**src/rtl/smb_regs_pkg.sv**
```systemverilog
package smb_regs_pkg;

    localparam int          NUM_REGS     = 6;
    localparam int          IDX_W        = 7;
    localparam logic [6:0]  DEV_ADDR     = 7'h6B;

    localparam int          REG_OE_A     = 1;
    localparam int          REG_OE_B     = 2;
    localparam int          REG_CNT      = 4;
    localparam int          REG_AMP      = 5;

    localparam int          OE0_BIT      = 2;
    localparam int          OE1_BIT      = 0;
    localparam int          OE2_BIT      = 7;
    localparam int          OE3_BIT      = 6;
    localparam int          AMP_SEL_BIT  = 7;
    localparam int          AMP_CODE_LSB = 4;

    function automatic logic [7:0] reg_rst(input int idx);
        case (idx)
            1:       return 8'h05;
            2:       return 8'hC0;
            3:       return 8'h08;
            4:       return 8'h06;
            5:       return 8'hD8;
            default: return 8'h00;
        endcase
    endfunction

    function automatic logic [7:0] reg_wmask(input int idx);
        case (idx)
            1:       return 8'h05;
            2:       return 8'hC0;
            3:       return 8'hFF;
            4:       return 8'hFF;
            5:       return 8'hF0;
            default: return 8'h00;
        endcase
    endfunction

    typedef enum logic [2:0] {
        L_IDLE,
        L_RX,
        L_RXACK,
        L_TX,
        L_TXACK
    } link_st_e;

    typedef enum logic [1:0] {
        P_ADDR,
        P_CMD,
        P_COUNT,
        P_DATA
    } rx_phase_e;

    typedef struct packed {
        link_st_e         st;
        rx_phase_e        ph;
        logic [3:0]       bitcnt;
        logic [7:0]       shreg;
        logic [7:0]       txreg;
        logic [IDX_W-1:0] ptr;
        logic             blk;
        logic [7:0]       remain;
        logic             go_tx;
        logic             more;
        logic             oe;
    } link_s;

    localparam link_s LINK_RST = '{L_IDLE, P_ADDR, 4'd0, 8'd0, 8'd0, '0,
                                   1'b0, 8'd0, 1'b0, 1'b0, 1'b0};

endpackage

```
**src/rtl/smb_line_sync.sv**
```systemverilog
module smb_line_sync #(
    parameter int STAGES = 2
) (
    input  logic clk,
    input  logic rst_n,
    input  logic scl_i,
    input  logic sda_i,
    output logic scl_s,
    output logic sda_s,
    output logic scl_rise,
    output logic scl_fall,
    output logic start_det,
    output logic stop_det
);

    typedef struct packed {
        logic [STAGES-1:0] scl_pipe;
        logic [STAGES-1:0] sda_pipe;
        logic              scl_prev;
        logic              sda_prev;
    } sync_s;

    sync_s sync_d, sync_q;

    always_comb begin
        sync_d          = sync_q;
        sync_d.scl_pipe = {sync_q.scl_pipe[STAGES-2:0], scl_i};
        sync_d.sda_pipe = {sync_q.sda_pipe[STAGES-2:0], sda_i};
        sync_d.scl_prev = sync_q.scl_pipe[STAGES-1];
        sync_d.sda_prev = sync_q.sda_pipe[STAGES-1];
    end

    always_ff @(posedge clk or negedge rst_n) begin
        if (!rst_n) begin
            sync_q <= '1;
        end else begin
            sync_q <= sync_d;
        end
    end

    assign scl_s     = sync_q.scl_pipe[STAGES-1];
    assign sda_s     = sync_q.sda_pipe[STAGES-1];
    assign scl_rise  = scl_s & ~sync_q.scl_prev;
    assign scl_fall  = ~scl_s & sync_q.scl_prev;
    assign start_det = scl_s & sync_q.scl_prev & sync_q.sda_prev & ~sda_s;
    assign stop_det  = scl_s & sync_q.scl_prev & ~sync_q.sda_prev & sda_s;

endmodule

```
**src/rtl/smb_link.sv**
```systemverilog
module smb_link
    import smb_regs_pkg::*;
#(
    parameter logic [6:0] ADDR = DEV_ADDR
) (
    input  logic             clk,
    input  logic             rst_n,
    input  logic             sda_s,
    input  logic             scl_rise,
    input  logic             scl_fall,
    input  logic             start_det,
    input  logic             stop_det,
    input  logic [7:0]       rd_data,
    input  logic [7:0]       cnt_byte,
    output logic [IDX_W-1:0] rd_idx,
    output logic             wr_en,
    output logic [IDX_W-1:0] wr_idx,
    output logic [7:0]       wr_data,
    output logic             sda_oe
);

    link_s link_d, link_q;

    always_comb begin
        link_d  = link_q;
        wr_en   = 1'b0;
        wr_idx  = link_q.ptr;
        wr_data = link_q.shreg;

        if (start_det) begin
            link_d.st     = L_RX;
            link_d.ph     = P_ADDR;
            link_d.bitcnt = 4'd0;
            link_d.go_tx  = 1'b0;
            link_d.oe     = 1'b0;
        end else if (stop_det) begin
            link_d.st = L_IDLE;
            link_d.oe = 1'b0;
        end else begin
            case (link_q.st)
                L_RX: begin
                    if (scl_rise) begin
                        link_d.shreg  = {link_q.shreg[6:0], sda_s};
                        link_d.bitcnt = link_q.bitcnt + 4'd1;
                    end else if (scl_fall && link_q.bitcnt == 4'd8) begin
                        link_d.st    = L_RXACK;
                        link_d.go_tx = 1'b0;
                        link_d.oe    = 1'b1;
                        case (link_q.ph)
                            P_ADDR: begin
                                if (link_q.shreg[7:1] != ADDR) begin
                                    link_d.st = L_IDLE;
                                    link_d.oe = 1'b0;
                                end else if (link_q.shreg[0]) begin
                                    link_d.go_tx = 1'b1;
                                    if (link_q.blk) begin
                                        link_d.txreg = cnt_byte;
                                    end else begin
                                        link_d.txreg = rd_data;
                                        link_d.ptr   = link_q.ptr + 1'b1;
                                    end
                                end else begin
                                    link_d.ph = P_CMD;
                                end
                            end
                            P_CMD: begin
                                link_d.blk = ~link_q.shreg[7];
                                link_d.ptr = link_q.shreg[IDX_W-1:0];
                                link_d.ph  = link_q.shreg[7] ? P_DATA : P_COUNT;
                            end
                            P_COUNT: begin
                                link_d.remain = link_q.shreg;
                                link_d.ph     = P_DATA;
                            end
                            default: begin
                                if (link_q.blk && link_q.remain == 8'd0) begin
                                    link_d.oe = 1'b0;
                                end else begin
                                    wr_en      = 1'b1;
                                    link_d.ptr = link_q.ptr + 1'b1;
                                    if (link_q.blk) begin
                                        link_d.remain = link_q.remain - 8'd1;
                                    end
                                end
                            end
                        endcase
                    end
                end
                L_RXACK: begin
                    if (scl_fall) begin
                        link_d.bitcnt = 4'd0;
                        if (link_q.go_tx) begin
                            link_d.st = L_TX;
                            link_d.oe = ~link_q.txreg[7];
                        end else begin
                            link_d.st = L_RX;
                            link_d.oe = 1'b0;
                        end
                    end
                end
                L_TX: begin
                    if (scl_rise) begin
                        link_d.bitcnt = link_q.bitcnt + 4'd1;
                    end else if (scl_fall) begin
                        if (link_q.bitcnt == 4'd8) begin
                            link_d.st = L_TXACK;
                            link_d.oe = 1'b0;
                        end else begin
                            link_d.txreg = {link_q.txreg[6:0], 1'b0};
                            link_d.oe    = ~link_q.txreg[6];
                        end
                    end
                end
                L_TXACK: begin
                    if (scl_rise) begin
                        link_d.more = ~sda_s;
                        if (!sda_s) begin
                            link_d.txreg = rd_data;
                            link_d.ptr   = link_q.ptr + 1'b1;
                        end
                    end else if (scl_fall) begin
                        link_d.bitcnt = 4'd0;
                        if (link_q.more) begin
                            link_d.st = L_TX;
                            link_d.oe = ~link_q.txreg[7];
                        end else begin
                            link_d.st = L_IDLE;
                            link_d.oe = 1'b0;
                        end
                    end
                end
                default: begin
                    link_d.oe = 1'b0;
                end
            endcase
        end
    end

    always_ff @(posedge clk or negedge rst_n) begin
        if (!rst_n) begin
            link_q <= LINK_RST;
        end else begin
            link_q <= link_d;
        end
    end

    assign rd_idx = link_q.ptr;
    assign sda_oe = link_q.oe;

endmodule

```
**src/rtl/smb_regbank.sv**
```systemverilog
module smb_regbank
    import smb_regs_pkg::*;
(
    input  logic             clk,
    input  logic             rst_n,
    input  logic             wr_en,
    input  logic [IDX_W-1:0] wr_idx,
    input  logic [7:0]       wr_data,
    input  logic [IDX_W-1:0] rd_idx,
    output logic [7:0]       rd_data,
    output logic [7:0]       cnt_byte,
    output logic [3:0]       out_en,
    output logic             amp_prog,
    output logic [2:0]       amp_code
);

    logic [7:0] regs_d [NUM_REGS];
    logic [7:0] regs_q [NUM_REGS];

    for (genvar g = 0; g < NUM_REGS; g++) begin : g_reg
        localparam logic [7:0] RST_V = reg_rst(g);
        localparam logic [7:0] MASK  = reg_wmask(g);

        always_comb begin
            regs_d[g] = regs_q[g];
            if (wr_en && wr_idx == IDX_W'(g)) begin
                regs_d[g] = (wr_data & MASK) | (RST_V & ~MASK);
            end
        end

        always_ff @(posedge clk or negedge rst_n) begin
            if (!rst_n) begin
                regs_q[g] <= RST_V;
            end else begin
                regs_q[g] <= regs_d[g];
            end
        end
    end

    always_comb begin
        rd_data = 8'h00;
        for (int i = 0; i < NUM_REGS; i++) begin
            if (rd_idx == IDX_W'(i)) begin
                rd_data = regs_q[i];
            end
        end
    end

    assign cnt_byte  = regs_q[REG_CNT];
    assign out_en[0] = regs_q[REG_OE_A][OE0_BIT];
    assign out_en[1] = regs_q[REG_OE_A][OE1_BIT];
    assign out_en[2] = regs_q[REG_OE_B][OE2_BIT];
    assign out_en[3] = regs_q[REG_OE_B][OE3_BIT];
    assign amp_prog  = regs_q[REG_AMP][AMP_SEL_BIT];
    assign amp_code  = regs_q[REG_AMP][AMP_CODE_LSB +: 3];

endmodule

```
**src/rtl/smbus_clkctl_regs.sv**
```systemverilog
module smbus_clkctl_regs
    import smb_regs_pkg::*;
#(
    parameter int         SYNC_STAGES = 2,
    parameter logic [6:0] ADDR        = DEV_ADDR
) (
    input  logic       clk,
    input  logic       rst_n,
    input  logic       scl_i,
    input  logic       sda_i,
    output logic       sda_oe,
    output logic [3:0] out_en,
    output logic       amp_prog,
    output logic [2:0] amp_code
);

    logic             scl_s;
    logic             sda_s;
    logic             scl_rise;
    logic             scl_fall;
    logic             start_det;
    logic             stop_det;
    logic [7:0]       rd_data;
    logic [7:0]       cnt_byte;
    logic [IDX_W-1:0] rd_idx;
    logic             wr_en;
    logic [IDX_W-1:0] wr_idx;
    logic [7:0]       wr_data;

    smb_line_sync #(
        .STAGES (SYNC_STAGES)
    ) u_sync (
        .clk       (clk),
        .rst_n     (rst_n),
        .scl_i     (scl_i),
        .sda_i     (sda_i),
        .scl_s     (scl_s),
        .sda_s     (sda_s),
        .scl_rise  (scl_rise),
        .scl_fall  (scl_fall),
        .start_det (start_det),
        .stop_det  (stop_det)
    );

    smb_link #(
        .ADDR (ADDR)
    ) u_link (
        .clk       (clk),
        .rst_n     (rst_n),
        .sda_s     (sda_s),
        .scl_rise  (scl_rise),
        .scl_fall  (scl_fall),
        .start_det (start_det),
        .stop_det  (stop_det),
        .rd_data   (rd_data),
        .cnt_byte  (cnt_byte),
        .rd_idx    (rd_idx),
        .wr_en     (wr_en),
        .wr_idx    (wr_idx),
        .wr_data   (wr_data),
        .sda_oe    (sda_oe)
    );

    smb_regbank u_regs (
        .clk      (clk),
        .rst_n    (rst_n),
        .wr_en    (wr_en),
        .wr_idx   (wr_idx),
        .wr_data  (wr_data),
        .rd_idx   (rd_idx),
        .rd_data  (rd_data),
        .cnt_byte (cnt_byte),
        .out_en   (out_en),
        .amp_prog (amp_prog),
        .amp_code (amp_code)
    );

endmodule

```
**config.mk**
```make
export PLATFORM = sky130hd
export DESIGN_NAME = smbus_clkctl_regs
export DESIGN_NICKNAME = d
export VERILOG_FILES = /design/src/rtl/smb_regs_pkg.sv /design/src/rtl/smb_line_sync.sv /design/src/rtl/smb_link.sv /design/src/rtl/smb_regbank.sv /design/src/rtl/smbus_clkctl_regs.sv
export SDC_FILE = /design/constraint.sdc
export NUM_CORES = 1
export LEC_CHECK = 0
export ABC_AREA = 1
export BUFFER_PORTS_ARGS = -buffer_cell sky130_fd_sc_hd__buf_2
export CORE_AREA = 2 2 97 99
export CTS_CLUSTER_DIAMETER = 80
export CTS_CLUSTER_SIZE = 20
export DETAILED_ROUTE_END_ITERATION = 8
export DIE_AREA = 0 0 99 101
export GPL_ROUTABILITY_DRIVEN = 0
export PLACE_DENSITY = 0.61
export SYNTH_ARGS = -nofsm -noshare
export SYNTH_HDL_FRONTEND = slang
export SYNTH_SLANG_ARGS = --single-unit
```
**constraint.sdc**
```tcl
create_clock -name clk -period 4.95 [get_ports clk]
set_clock_uncertainty 0.1 [all_clocks]
set_input_delay 1.2375 -clock clk [delete_from_list [all_inputs] [get_ports clk]]
set_output_delay 1.2375 -clock clk [all_outputs]
set_load 0.005 [all_outputs]
```
# [Word-level counts from Yosys, hierarchy flattened]
# Cells that the tools add are included.
# Widths: inputs -> output; s select.
[word_totals] register_bits=74 out_inout_bits=9 elab_cells=197 input_bits=4
[classes] n_bitwise=18 muxes=81 n_addsub=3 eq_ne=44 reduce_logical=31
[ops] operator="$mux 8" n=12
[ops] operator="$mux 15" n=4
[ops] operator="$mux 25" n=2
[ops] operator="$mux 40" n=1
[ops] operator="$mux 1" n=28
[ops] operator="$mux 3" n=8
[ops] operator="$pmux 8 s3" n=1
[ops] operator="$ne 3x3->1 const B" n=7
[ops] operator="$pmux 7 s3" n=1
[ops] operator="$ne 2x2->1 const B" n=10
[ops] operator="$ne 4x3->1 const B" n=5
[ops] operator="$ne 4x4->1 const B" n=4
[ops] operator="$pmux 4 s4" n=1
[ops] operator="$pmux 8 s2" n=1
[ops] operator="$eq 7x2->1 const B" n=2
[ops] operator="$eq 7x3->1 const B" n=2
[ops] operator="$mux 2" n=7
[ops] operator="$mux 7" n=2
[ops] operator="$pmux 7 s2" n=1
[ops] operator="$reduce_and 7->1" n=2
[ops] operator="$reduce_and 13->1" n=1
[ops] operator="$mux 12" n=1
[ops] operator="$mux 4" n=3
[ops] operator="$pmux 3 s4" n=1
[ops] operator="37 further kinds" n=70

# [Logic depth before layout (Yosys ltp)]
# Gate-level depths: netlist of run 1.
[depth] ltp_word=15 depth_mapped=12 mapped_depth_nobuf=12

# [Cells and area by module]
# A second synthesis of run 1 with hierarchy kept.
[unflattened] hier_cells=702 area_unflattened_um2=4906.0
[by_module_without_submodules] module="smb_link" cells_per_inst=493 seq_area_each_um2=1101.1 n_inst=1 area_per_inst_um2=3278.1
[by_module_without_submodules] module="smb_regbank" cells_per_inst=192 seq_area_each_um2=613.1 n_inst=1 area_per_inst_um2=1428.9
[by_module_without_submodules] module="smb_line_sync" cells_per_inst=17 seq_area_each_um2=157.7 n_inst=1 area_per_inst_um2=198.9

# [Worst setup path before layout of run 1]
# Ideal clock, no wire load.
[synth_path] path_kind="reg2out" from="register u_regs.regs_q, in the netlist u_regs.out_en[1]" to="output out_en[1]" path_buffers=1 t_required_ps=3613 path_stages_with_launch=2 path_slack_ps=3002 arrival_time_ps=611 path_cell_list="dfstp_2 buf_4"
[synth_rtl] item="start: declaration" line_no="smb_regbank.sv:18" rtl="logic [7:0] regs_q [NUM_REGS];"
[synth_rtl] item="start signal: indexed assignment" line_no="smb_regbank.sv:35" rtl="regs_q[g] <= regs_d[g];"
[synth_rtl] item="end: declaration" line_no="smbus_clkctl_regs.sv:12" rtl="output logic [3:0] out_en,"
# No word-level cell between the ends.

# [Final worst setup path of run 1]
[layout_path] from="register u_regs.regs_q, in the netlist u_regs.amp_code[2]" to="output amp_code[2]"
[layout_rtl] item="end: declaration" line_no="smbus_clkctl_regs.sv:14" rtl="output logic [2:0] amp_code"
# No word-level cell between the ends.

==> results of run 1 <==
routing by layer:
metal | wire (um) | track usage
met5 | 0 | 0
met4 | 293 | 0.0811
met3 | 382 | 0.0388
met2 | 4630 | 0.353
met1 | 4860 | 0.296
flip-flops by register name, indices dropped and copies added (netlist names), 3 cells and up:
name	cells
u_link.link_q	28
u_regs.amp_code	3
u_regs.cnt_byte	8
u_link.wr_data	8
u_regs.regs_q	8
u_regs.out_en	4
u_link.rd_idx	7
per-stage QoR:
step                      setup WS [ns]  std cells
after global routing               2.32        723
after floorplan                    3.00        600
final                              2.58        723
after CTS                          2.58        723
after detailed placement           2.68        707
after global placement             2.68        707
worst max path at each step:
stage | slack, ns | end | startpoint
6_report | 2.58 | amp_code[2] | u_regs.amp_code[2]
3_3_place_gp | 2.68 | u_link.link_q[19] | u_link.link_q[42]
5_1_grt | 2.32 | u_link.link_q[19] | u_link.link_q[42]
3_5_place_dp | 2.68 | u_link.link_q[19] | u_link.link_q[42]
2_1_floorplan | 3.00 | out_en[1] | u_regs.out_en[1]
4_1_cts | 2.58 | amp_code[2] | u_regs.amp_code[2]
layout make-up:
class,count,area (um^2)
well taps,111,139
repair buffers,12,62.6
flip-flops and latches,74,1870
clock inverters,7,100
inverters,67,251
multi-input cells,443,2130
fillers,882,4290
clock buffers,9,124
cells by family after synthesis:
logic type | count (synthesis) | share of synthesized area
adders and majority gates | 13 | 0.0373
and+or+nand+nor | 317 | 0.313
DFF | 74 | 0.430
AOI/OAI and AO/OA | 104 | 0.122
buffers and inverters | 83 | 0.0801
xor gates and xnor gates | 9 | 0.0181
synth_stat cells, types with 2 or more instances:
| cell type | n | area share |
|---|---|---|
| nand2_1 | 175 | 0.15 |
| inv_1 | 62 | 0.053 |
| dfrtp_1 | 58 | 0.33 |
| nor2_1 | 58 | 0.050 |
| nand3_1 | 56 | 0.064 |
| o21ai_0 | 56 | 0.064 |
| a21oi_1 | 28 | 0.032 |
| dfstp_2 | 16 | 0.097 |
| o21ai_1 | 16 | 0.018 |
| ha_1 | 13 | 0.037 |
| buf_4 | 9 | 0.016 |
| xor2_1 | 8 | 0.016 |
| nor3_1 | 6 | 0.0069 |
| inv_2 | 5 | 0.0043 |
| clkbuf_1 | 4 | 0.0034 |
| nand2_2 | 4 | 0.0057 |
| nor2_2 | 4 | 0.0057 |
| buf_2 | 3 | 0.0034 |
| nand4_1 | 3 | 0.0043 |
| or2_1 | 2 | 0.0029 |
power groups by stage:
stage | logic (mW) | registers, mW | clock network [mW]
final | 0.813 | 0.802 | 0.540
after detailed placement | 0.805 | 0.813 | 0
after floorplan | 0.645 | 0.782 | 0
after global routing | 0.944 | 0.818 | 0.578
after global placement | 0.795 | 0.809 | 0
after CTS | 0.813 | 0.801 | 0.545
cell usage in the layout, fill, tap and decap left out, types with 4 or more instances in the layout:
master    netlist  final
dfstp_2        16     16
o21ai_1        16     16
a21oi_1        28     28
nand2_1       175    175
nor2_2          4      4
buf_2           3     11
dfrtp_1        58     58
o21ai_0        56     56
clkbuf_8        0      9
ha_1           13     13
inv_2           5      5
nand3_1        56     56
inv_1          62     62
nand2_2         4      4
xor2_1          8      8
nor2_1         58     58
nor3_1          6      6
==> metrics.cfg, run 1 <==
[detailed_routing]
postRouteAntennaNets = 0
totalWireLength_um = 10200
drt-pass1-iter-count = 5
drt_iter0_markers = 258
num_vias = 3827
drc = 0
via_per_inst = 5.29
wire_per_inst_um = 14.1

[worst_setup_path]
crit_buf_inv = 1
critPathCaptureType = output port
r2r_end = u_link.link_q[19]
rr_worst_depth = 11
path_class = register to output port
crit_cells = 1
crit_chain = buf_2
cp_max_fo = 3
crit_family = flip-flops
max_stage_delay_ns = 0.55
crit_arrival_ns = 1.03
startpoint_type = register
crit_slowest_cell = dfstp_2
worst_r2r_startpoint = u_link.link_q[42]
reg2reg_slack_ns = 2.64
cp.required_ns = 3.61

[grt]
antenna_found_initial = 0
grt_pass1_vias = 3625
grt_max_degree = 75
track_usage = 0.219
grt_pass1_wl_um = 17400
grt-ovfl-total = 0

[min_path]
hp-start = u_sync.sync_d[3]
hp-class = register to register
hold_end = u_sync.sda_s
holdPathStages = 0

[floorplan]
pin_count = 13
initial_core_util = 0.485
num_rows = 35
dieHeight_um = 101
coreArea_um2 = 8980
die_area_um2 = 10000
fp.dieW_um = 99

[layout]
area_growth_pct = 7.53
fin_util = 0.522
diodes = 0
layout-drive-gt1-share = 0.105
fin_nets = 624
fin_area_um2 = 4680

[clocking]
htreeDepth = 3
cts-resized-gates = 0
clkSinkCount = 74
cts_hold_buf = 0
cts_tree = built
clkLatencyLatePin_ns = 0.36
cts_buffers = 9
cts_buffer_depth = 2
cts_root_buf = clkbuf_8
clk_pin_slew_worst_paths_ns = 0.09
post_cts_buffers = 0

[pwr]
cellLeakagePower_nw = 2.29
p_int_mw = 1.25
p_seq_frac = 0.372
power_mw = 2.16
powerDensity_nw_per_um2 = 460
clock_power_share = 0.251
switchingPower_mw = 0.903
pwr-share-comb = 0.377
swShare = 0.419
ir_drop_mv = 0.210

[timing]
tns_ns = 0
setup_viol = 0
finalHoldViolCount = 0
maxSlewViolCount = 0
slew-limit-headroom = 0.375
fin_crit_sh = 0.478
timing.fmax_ghz = 0.423
period_minus_slack_ns = 2.37
rsz0062_at_grt = no
worstMarginPinSlew_ns = 0.937
holdWs_ns = 0.259

[synth]
syn_inst = 600
async_reset_ff_frac = 1.00
ys_seq_area_frac = 0.430
synth-edff-count = 0
syn_nets = 617
ys.flop_type = dfrtp_1
synth_area_per_cell_um2 = 7.26
ys_types = 34
ys_seq_elements = 74
synth_area_um2 = 4360
ys_warn_count = 0

[run_status]
status = completed

[placement]
placed_cell_area_um2 = 4460
place_hpwl_um = 7510
numPortBuffers = 12

[job]
maxCapViolations = 0

Power figures use the tool's default switching activity.
==> run 2, diff against run 1 <==
==> constraint.sdc (replaced) <==
create_clock -name clk -period 2.47 [get_ports clk]
set_clock_uncertainty 0.1 [all_clocks]
set_input_delay 0.6175 -clock clk [delete_from_list [all_inputs] [get_ports clk]]
set_output_delay 0.6175 -clock clk [all_outputs]
set_load 0.005 [all_outputs]
==> run 2 against run 1 <==
  * Clock power is 80% higher
  * Worst setup slack worse by 2.2 ns
  * Via count grew 0.76%
  * Combinational power up 110%
  * Critical path type is now register to register
  * Critical endpoint is now u_link.link_q[3]
==> metrics.cfg, run 2 (synthesis results as in run 1) <==
[worst_setup_path]
cp.required_ns = 2.60  ; was 3.61 ns
worst_r2r_startpoint = u_link.link_q[35]  ; was u_link.link_q[42]
startpoint_type = register  ; unchanged
reg2reg_slack_ns = 0.34  ; was 2.64 ns
crit_family = simple AND/OR/NAND/NOR gates  ; was flip-flops
crit_buf_inv = 2  ; was 1
max_stage_delay_ns = 0.40  ; was 0.55 ns
path_common_cell = inv_1
crit_arrival_ns = 2.26  ; was 1.03 ns
crit_slowest_cell = dfrtp_1  ; was dfstp_2
critPathCaptureType = register  ; was output port
rr_worst_depth = 9  ; was 11
cp_max_fo = 15  ; was 3
r2r_end = u_link.link_q[3]  ; was u_link.link_q[19]
path_class = register to register  ; was register to output port
crit_chain = inv_1, ha_1, nand3_1, nor2_2, nand2_2, nor4_2, nand2_1, o21ai_0, inv_1  ; was buf_2

[pwr]
power_mw = 4.28  ; was 2.16 mW
ir_drop_mv = 0.329  ; was 0.210 mV
powerDensity_nw_per_um2 = 903  ; was 460 nW/um^2
p_int_mw = 2.45  ; was 1.25 mW
p_seq_frac = 0.376  ; was 0.372
clock_power_share = 0.227  ; was 0.251
swShare = 0.427  ; was 0.419
cellLeakagePower_nw = 2.34  ; was 2.29 nW
switchingPower_mw = 1.83  ; was 0.903 mW
pwr-share-comb = 0.397  ; was 0.377

[detailed_routing]
via_per_inst = 5.27  ; was 5.29
num_vias = 3856  ; was 3827
totalWireLength_um = 10300  ; was 10200 um
drt_iter0_markers = 206  ; was 258
postRouteAntennaNets = 0  ; unchanged
wire_per_inst_um = 14.1  ; about the same
drc = 0  ; unchanged
drt-pass1-iter-count = 5  ; unchanged

[floorplan]
coreArea_um2 = 8980  ; unchanged
pin_count = 13  ; unchanged
initial_core_util = 0.485  ; unchanged
die_area_um2 = 10000  ; unchanged
fp.dieW_um = 99  ; unchanged
dieHeight_um = 101  ; unchanged
num_rows = 35  ; unchanged

[layout]
layout-drive-gt1-share = 0.118  ; was 0.105
regArea_um2 = 1870  ; unchanged
area_growth_pct = 8.82  ; was 7.53%
diodes = 0  ; unchanged
final_common_cell = nand2_1  ; unchanged
fin_area_um2 = 4740  ; was 4680 um^2
mostFrequentLayoutCells = nand2_1 (175), inv_1 (62), nor2_1 (58), dfrtp_1 (58)  ; unchanged
finalNonFillerCells = 732  ; was 723
regMostFlops = u_link.link_q  ; unchanged
fin_util = 0.528  ; was 0.522
largest_register_ffs = 28  ; unchanged
multi_input_comb_area_um2 = 2130  ; unchanged
fin_nets = 633  ; was 624
fillCellCount = 886  ; was 882

[min_path]
hp-class = input pin to async pin  ; was register to register

[job]
maxCapViolations = 0  ; unchanged

[placement]
place_hpwl_um = 7800  ; was 7510 um
numPortBuffers = 12  ; unchanged
dp_slack_ns = 0.319  ; was 2.68 ns
placed_cell_area_um2 = 4540  ; was 4460 um^2
dp.cells = 716  ; was 707

[timing]
worstMarginPinSlew_ns = 0.466  ; was 0.937 ns
slew-limit-headroom = 0.689  ; was 0.375
timing.fmax_ghz = 0.470
maxSlewViolCount = 0  ; unchanged
holdWs_ns = 0.0726  ; was 0.259 ns
rsz0062_at_grt = no  ; unchanged
setup_viol = 0  ; unchanged
tns_ns = 0  ; unchanged
fin_crit_sh = 0.861
period_minus_slack_ns = 2.13
finalHoldViolCount = 0  ; unchanged
fin_ws_ns = 0.343  ; was 2.58 ns

[grt]
grt-ovfl-total = 0  ; unchanged
grt_pass1_vias = 3628  ; was 3625
grt_pass1_wl_um = 17500  ; was 17400 um
antenna_found_initial = 0  ; unchanged
grt_max_degree = 48  ; was 75
track_usage = 0.219  ; about the same

[clocking]
cts_buffer_depth = 2  ; unchanged
htreeDepth = 3  ; unchanged
cts-resized-gates = 0  ; unchanged
cts_tree = built  ; unchanged
clk_pin_slew_worst_paths_ns = 0.09  ; about the same
clkSinkCount = 74  ; unchanged
cts_buffers = 9  ; unchanged
cts_hold_buf = 0  ; unchanged
post_cts_buffers = 0  ; unchanged
cts_root_buf = clkbuf_8  ; unchanged
clkLatencyLatePin_ns = 0.35  ; was 0.36 ns

[run_status]
status = completed  ; unchanged

## run 2: changes by cell type in the layout (fill, tap and decap cells not counted)
cell | before | now
buf_4 | 1 | 9
buf_12 | 0 | 1
bufinv_16 | 2 | 1
clkinv_2 | 0 | 1
clkinv_4 | 0 | 1
clkinvlp_4 | 3 | 2
## run 2: cell type report
cell class,count,area share
Timing Repair Buffer,21,0.0301
Multi-Input combinational cell,443,0.450
Sequential cell,74,0.395
Clock buffer,9,0.0261
Clock inverter,7,0.0161
Tap cell,111,0.0293
Inverter,67,0.0531
## run 2: power groups by stage
stage | clock (mW) | combinational, mW | sequential (mW)
after floorplan | 0 | 1.29 | 1.57
after global placement | 0 | 1.67 | 1.62
after detailed placement | 0 | 1.69 | 1.63
after CTS | 0.991 | 1.69 | 1.61
after global routing | 1.04 | 1.97 | 1.64
final | 0.972 | 1.70 | 1.61
## run 2: routing by layer
| layer | GRT usage | vias up | wire length (um) |
|---|---|---|---|
| met5 | 0 | - | 0 |
| met1 | 0.300 | 1827 | 5080 |
| met2 | 0.362 | 68 | 4880 |
| met4 | 0.0695 | 0 | 82 |
| li1 | - | 1954 | - |
| met3 | 0.0291 | 7 | 287 |
## run 2: worst max path at each step
stage / startpoint / endpoint / slack [ns] / depth (start not counted)
5_1_grt: u_link.link_q[35] / u_link.link_q[5] / 0.006 / 9
3_3_place_gp: u_link.link_q[35] / u_link.link_q[3] / 0.36 / 9
4_1_cts: u_link.link_q[35] / u_link.link_q[3] / 0.30 / 9
6_report: u_link.link_q[35] / u_link.link_q[3] / 0.34 / 9
2_1_floorplan: u_link.link_q[35] / u_regs.cnt_byte[7] / 0.60 / 10
3_5_place_dp: u_link.link_q[35] / u_link.link_q[3] / 0.32 / 9
==> run 3, diff against run 2 <==
--- a/config.mk
+++ b/config.mk
@@ -6,14 +6,13 @@
 export NUM_CORES = 1
 export LEC_CHECK = 0
 export ABC_AREA = 1
-export BUFFER_PORTS_ARGS = -buffer_cell sky130_fd_sc_hd__buf_2
 export CORE_AREA = 2 2 97 99
-export CTS_CLUSTER_DIAMETER = 80
 export CTS_CLUSTER_SIZE = 20
 export DETAILED_ROUTE_END_ITERATION = 8
 export DIE_AREA = 0 0 99 101
+export DONT_BUFFER_PORTS = 1
 export GPL_ROUTABILITY_DRIVEN = 0
-export PLACE_DENSITY = 0.61
+export PLACE_DENSITY = 0.6
 export SYNTH_ARGS = -nofsm -noshare
 export SYNTH_HDL_FRONTEND = slang
 export SYNTH_SLANG_ARGS = --single-unit
==> run 3 against run 2 <==
  * Via count is 0.18% higher
  * Critical endpoint unchanged
  * Core utilization is 0.22 points lower
  * Die area stayed put
  * Register-to-register slack worse by 0.04 ns
  * Hold slack worse by 0.046 ns
  * Combinational power hardly changed
  * Power is 1.8% higher
  * Highest routed layer unchanged
  * Routed wire length is 1.0% higher
  * Non-clock buffer count is 10 lower
  * Global-route usage is 0.76 points higher
  * Worst setup slack worse by 0.043 ns
  * Largest power group unchanged
==> metrics.cfg, run 3 (synthesis results as in run 1) <==
[run_status]
status = completed  ; unchanged

[grt]
track_usage = 0.227  ; was 0.219
top_usage_layer = met2  ; unchanged
grt_pass1_wl_um = 17900  ; was 17500 um
grt_max_degree = 63  ; was 48
use_met1 = 0.319  ; was 0.300
antenna_found_initial = 0  ; unchanged
met2_usage = 0.360  ; was 0.362
grt_pass1_vias = 3657  ; was 3628
grt_util_met3 = 0.0430  ; was 0.0291
grt-ovfl-total = 0  ; unchanged

[detailed_routing]
totalWireLength_um = 10400  ; was 10300 um
drt-pass1-iter-count = 6  ; was 5
drt_iter0_markers = 148  ; was 206
num_vias = 3863  ; was 3856
via_per_inst = 5.35  ; was 5.27
wire_per_inst_um = 14.4  ; was 14.1 um
drc = 0  ; unchanged
postRouteAntennaNets = 0  ; unchanged

[clocking]
cts-resized-gates = 0  ; unchanged
clk_pin_slew_worst_paths_ns = 0.08  ; was 0.09 ns
cts_buffer_depth = 2  ; unchanged
cts_tree = built  ; unchanged
clkSinkCount = 74  ; unchanged
cts_root_buf = clkbuf_8  ; unchanged
clkLatencyLatePin_ns = 0.35  ; about the same
htreeDepth = 3  ; unchanged
cts_buffers = 9  ; unchanged

[timing]
maxSlewViolCount = 0  ; unchanged
fin_crit_sh = 0.879  ; was 0.861
finalHoldViolCount = 0  ; unchanged
holdWs_ns = 0.0266  ; was 0.0726 ns
worstMarginPinSlew_ns = 0.643  ; was 0.466 ns
tns_ns = 0  ; unchanged
slew-limit-headroom = 0.570  ; was 0.689
rsz0062_at_grt = no  ; unchanged
timing.fmax_ghz = 0.461  ; was 0.470 GHz
setup_viol = 0  ; unchanged
period_minus_slack_ns = 2.17  ; was 2.13 ns

[worst_setup_path]
reg2reg_slack_ns = 0.30  ; was 0.34 ns
worst_r2r_startpoint = u_link.link_q[35]  ; unchanged
crit_chain = inv_1, ha_1, nand3_1, nor2_2, nand2_2, nor4_2, nand2_1, o21ai_0, inv_1  ; unchanged
crit_slowest_cell = dfrtp_1  ; unchanged
path_common_cell = inv_1  ; unchanged
cp.required_ns = 2.61  ; was 2.60 ns
max_stage_delay_ns = 0.41  ; was 0.40 ns
cp_max_fo = 15  ; unchanged
crit_family = simple AND/OR/NAND/NOR gates  ; unchanged
crit_arrival_ns = 2.31  ; was 2.26 ns
crit_buf_inv = 2  ; unchanged
critPathCaptureType = register  ; unchanged
crit_cells = 9  ; unchanged
crit_end = u_link.link_q[3]  ; unchanged
startpoint = u_link.link_q[35]  ; unchanged
rr_worst_depth = 9  ; unchanged
startpoint_type = register  ; unchanged
r2r_end = u_link.link_q[3]  ; unchanged
path_class = register to register  ; unchanged

[layout]
layout-drive-gt1-share = 0.101  ; was 0.118
diodes = 0  ; unchanged
regMostFlops = u_link.link_q  ; unchanged
area_growth_pct = 8.36  ; was 8.82%
final_common_cell = nand2_1  ; unchanged
mostFrequentLayoutCells = nand2_1 (175), inv_1 (62), nor2_1 (58), dfrtp_1 (58)  ; unchanged
fin_nets = 623  ; was 633
fillCellCount = 858  ; was 886
largest_register_ffs = 28  ; unchanged

[floorplan]
coreArea_um2 = 8980  ; unchanged
initial_core_util = 0.485  ; unchanged
fp.dieW_um = 99  ; unchanged
dieHeight_um = 101  ; unchanged
die_area_um2 = 10000  ; unchanged
pin_count = 13  ; unchanged
num_rows = 35  ; unchanged

[placement]
numPortBuffers = 0  ; was 12
place_hpwl_um = 7570  ; was 7800 um

[job]
maxCapViolations = 0  ; unchanged

[pwr]
cellLeakagePower_nw = 2.29  ; was 2.34 nW
powerDensity_nw_per_um2 = 924  ; was 903 nW/um^2
ir_drop_mv = 0.384  ; was 0.329 mV

[min_path]
hp-class = input pin to async pin  ; unchanged

-- run 3: per-layer routing --
layer / share of wire / vias to the layer above
li1: - / 1935
met1: 0.48 / 1823
met2: 0.46 / 91
met3: 0.048 / 14
met4: 0.012 / 0
met5: 0 / -
-- run 3: timing repair --
action	in CTS	in global routing
hold buffers	2	0
hold endpoints to repair	62	0
setup buffers	0	0
-- run 3: cell type report --
class | instances | area, um^2 | area share
clock buffers | 9 | 124 | 0.0262
clock inverters | 7 | 93.8 | 0.0199
inverters | 67 | 251 | 0.0533
multi-input cells | 443 | 2130 | 0.452
flip-flops and latches | 74 | 1870 | 0.397
well taps | 111 | 139 | 0.0294
repair buffers | 11 | 105 | 0.0223
-- run 3: how the worst min path moves through the flow --
stage / end / start
after floorplan: u_link.link_q[10] / rst_n
after global placement: u_regs.regs_q[22] / rst_n
after detailed placement: u_regs.regs_q[20] / rst_n
after CTS: u_link.rd_idx[1] / rst_n
after global routing: u_regs.regs_q[22] / rst_n
final: u_regs.regs_q[22] / rst_n
-- run 3: report_power, final --
group | internal, mW | switching (mW)
clock network | 0.567 | 0.476
logic | 0.565 | 1.14
registers | 1.42 | 0.192
-- run 3: through the flow --
step                 util  area [um^2]  cells  setup slack (ns)  power, mW
global route        0.526         4720    722            0.0457       4.74
floorplan               -         4360    600             0.604       2.86
detailed placement  0.497         4460    704             0.293       3.29
global placement    0.497         4460    704             0.349       3.27
CTS                 0.526         4720    722             0.278       4.38
finish              0.526         4720    722             0.300       4.36
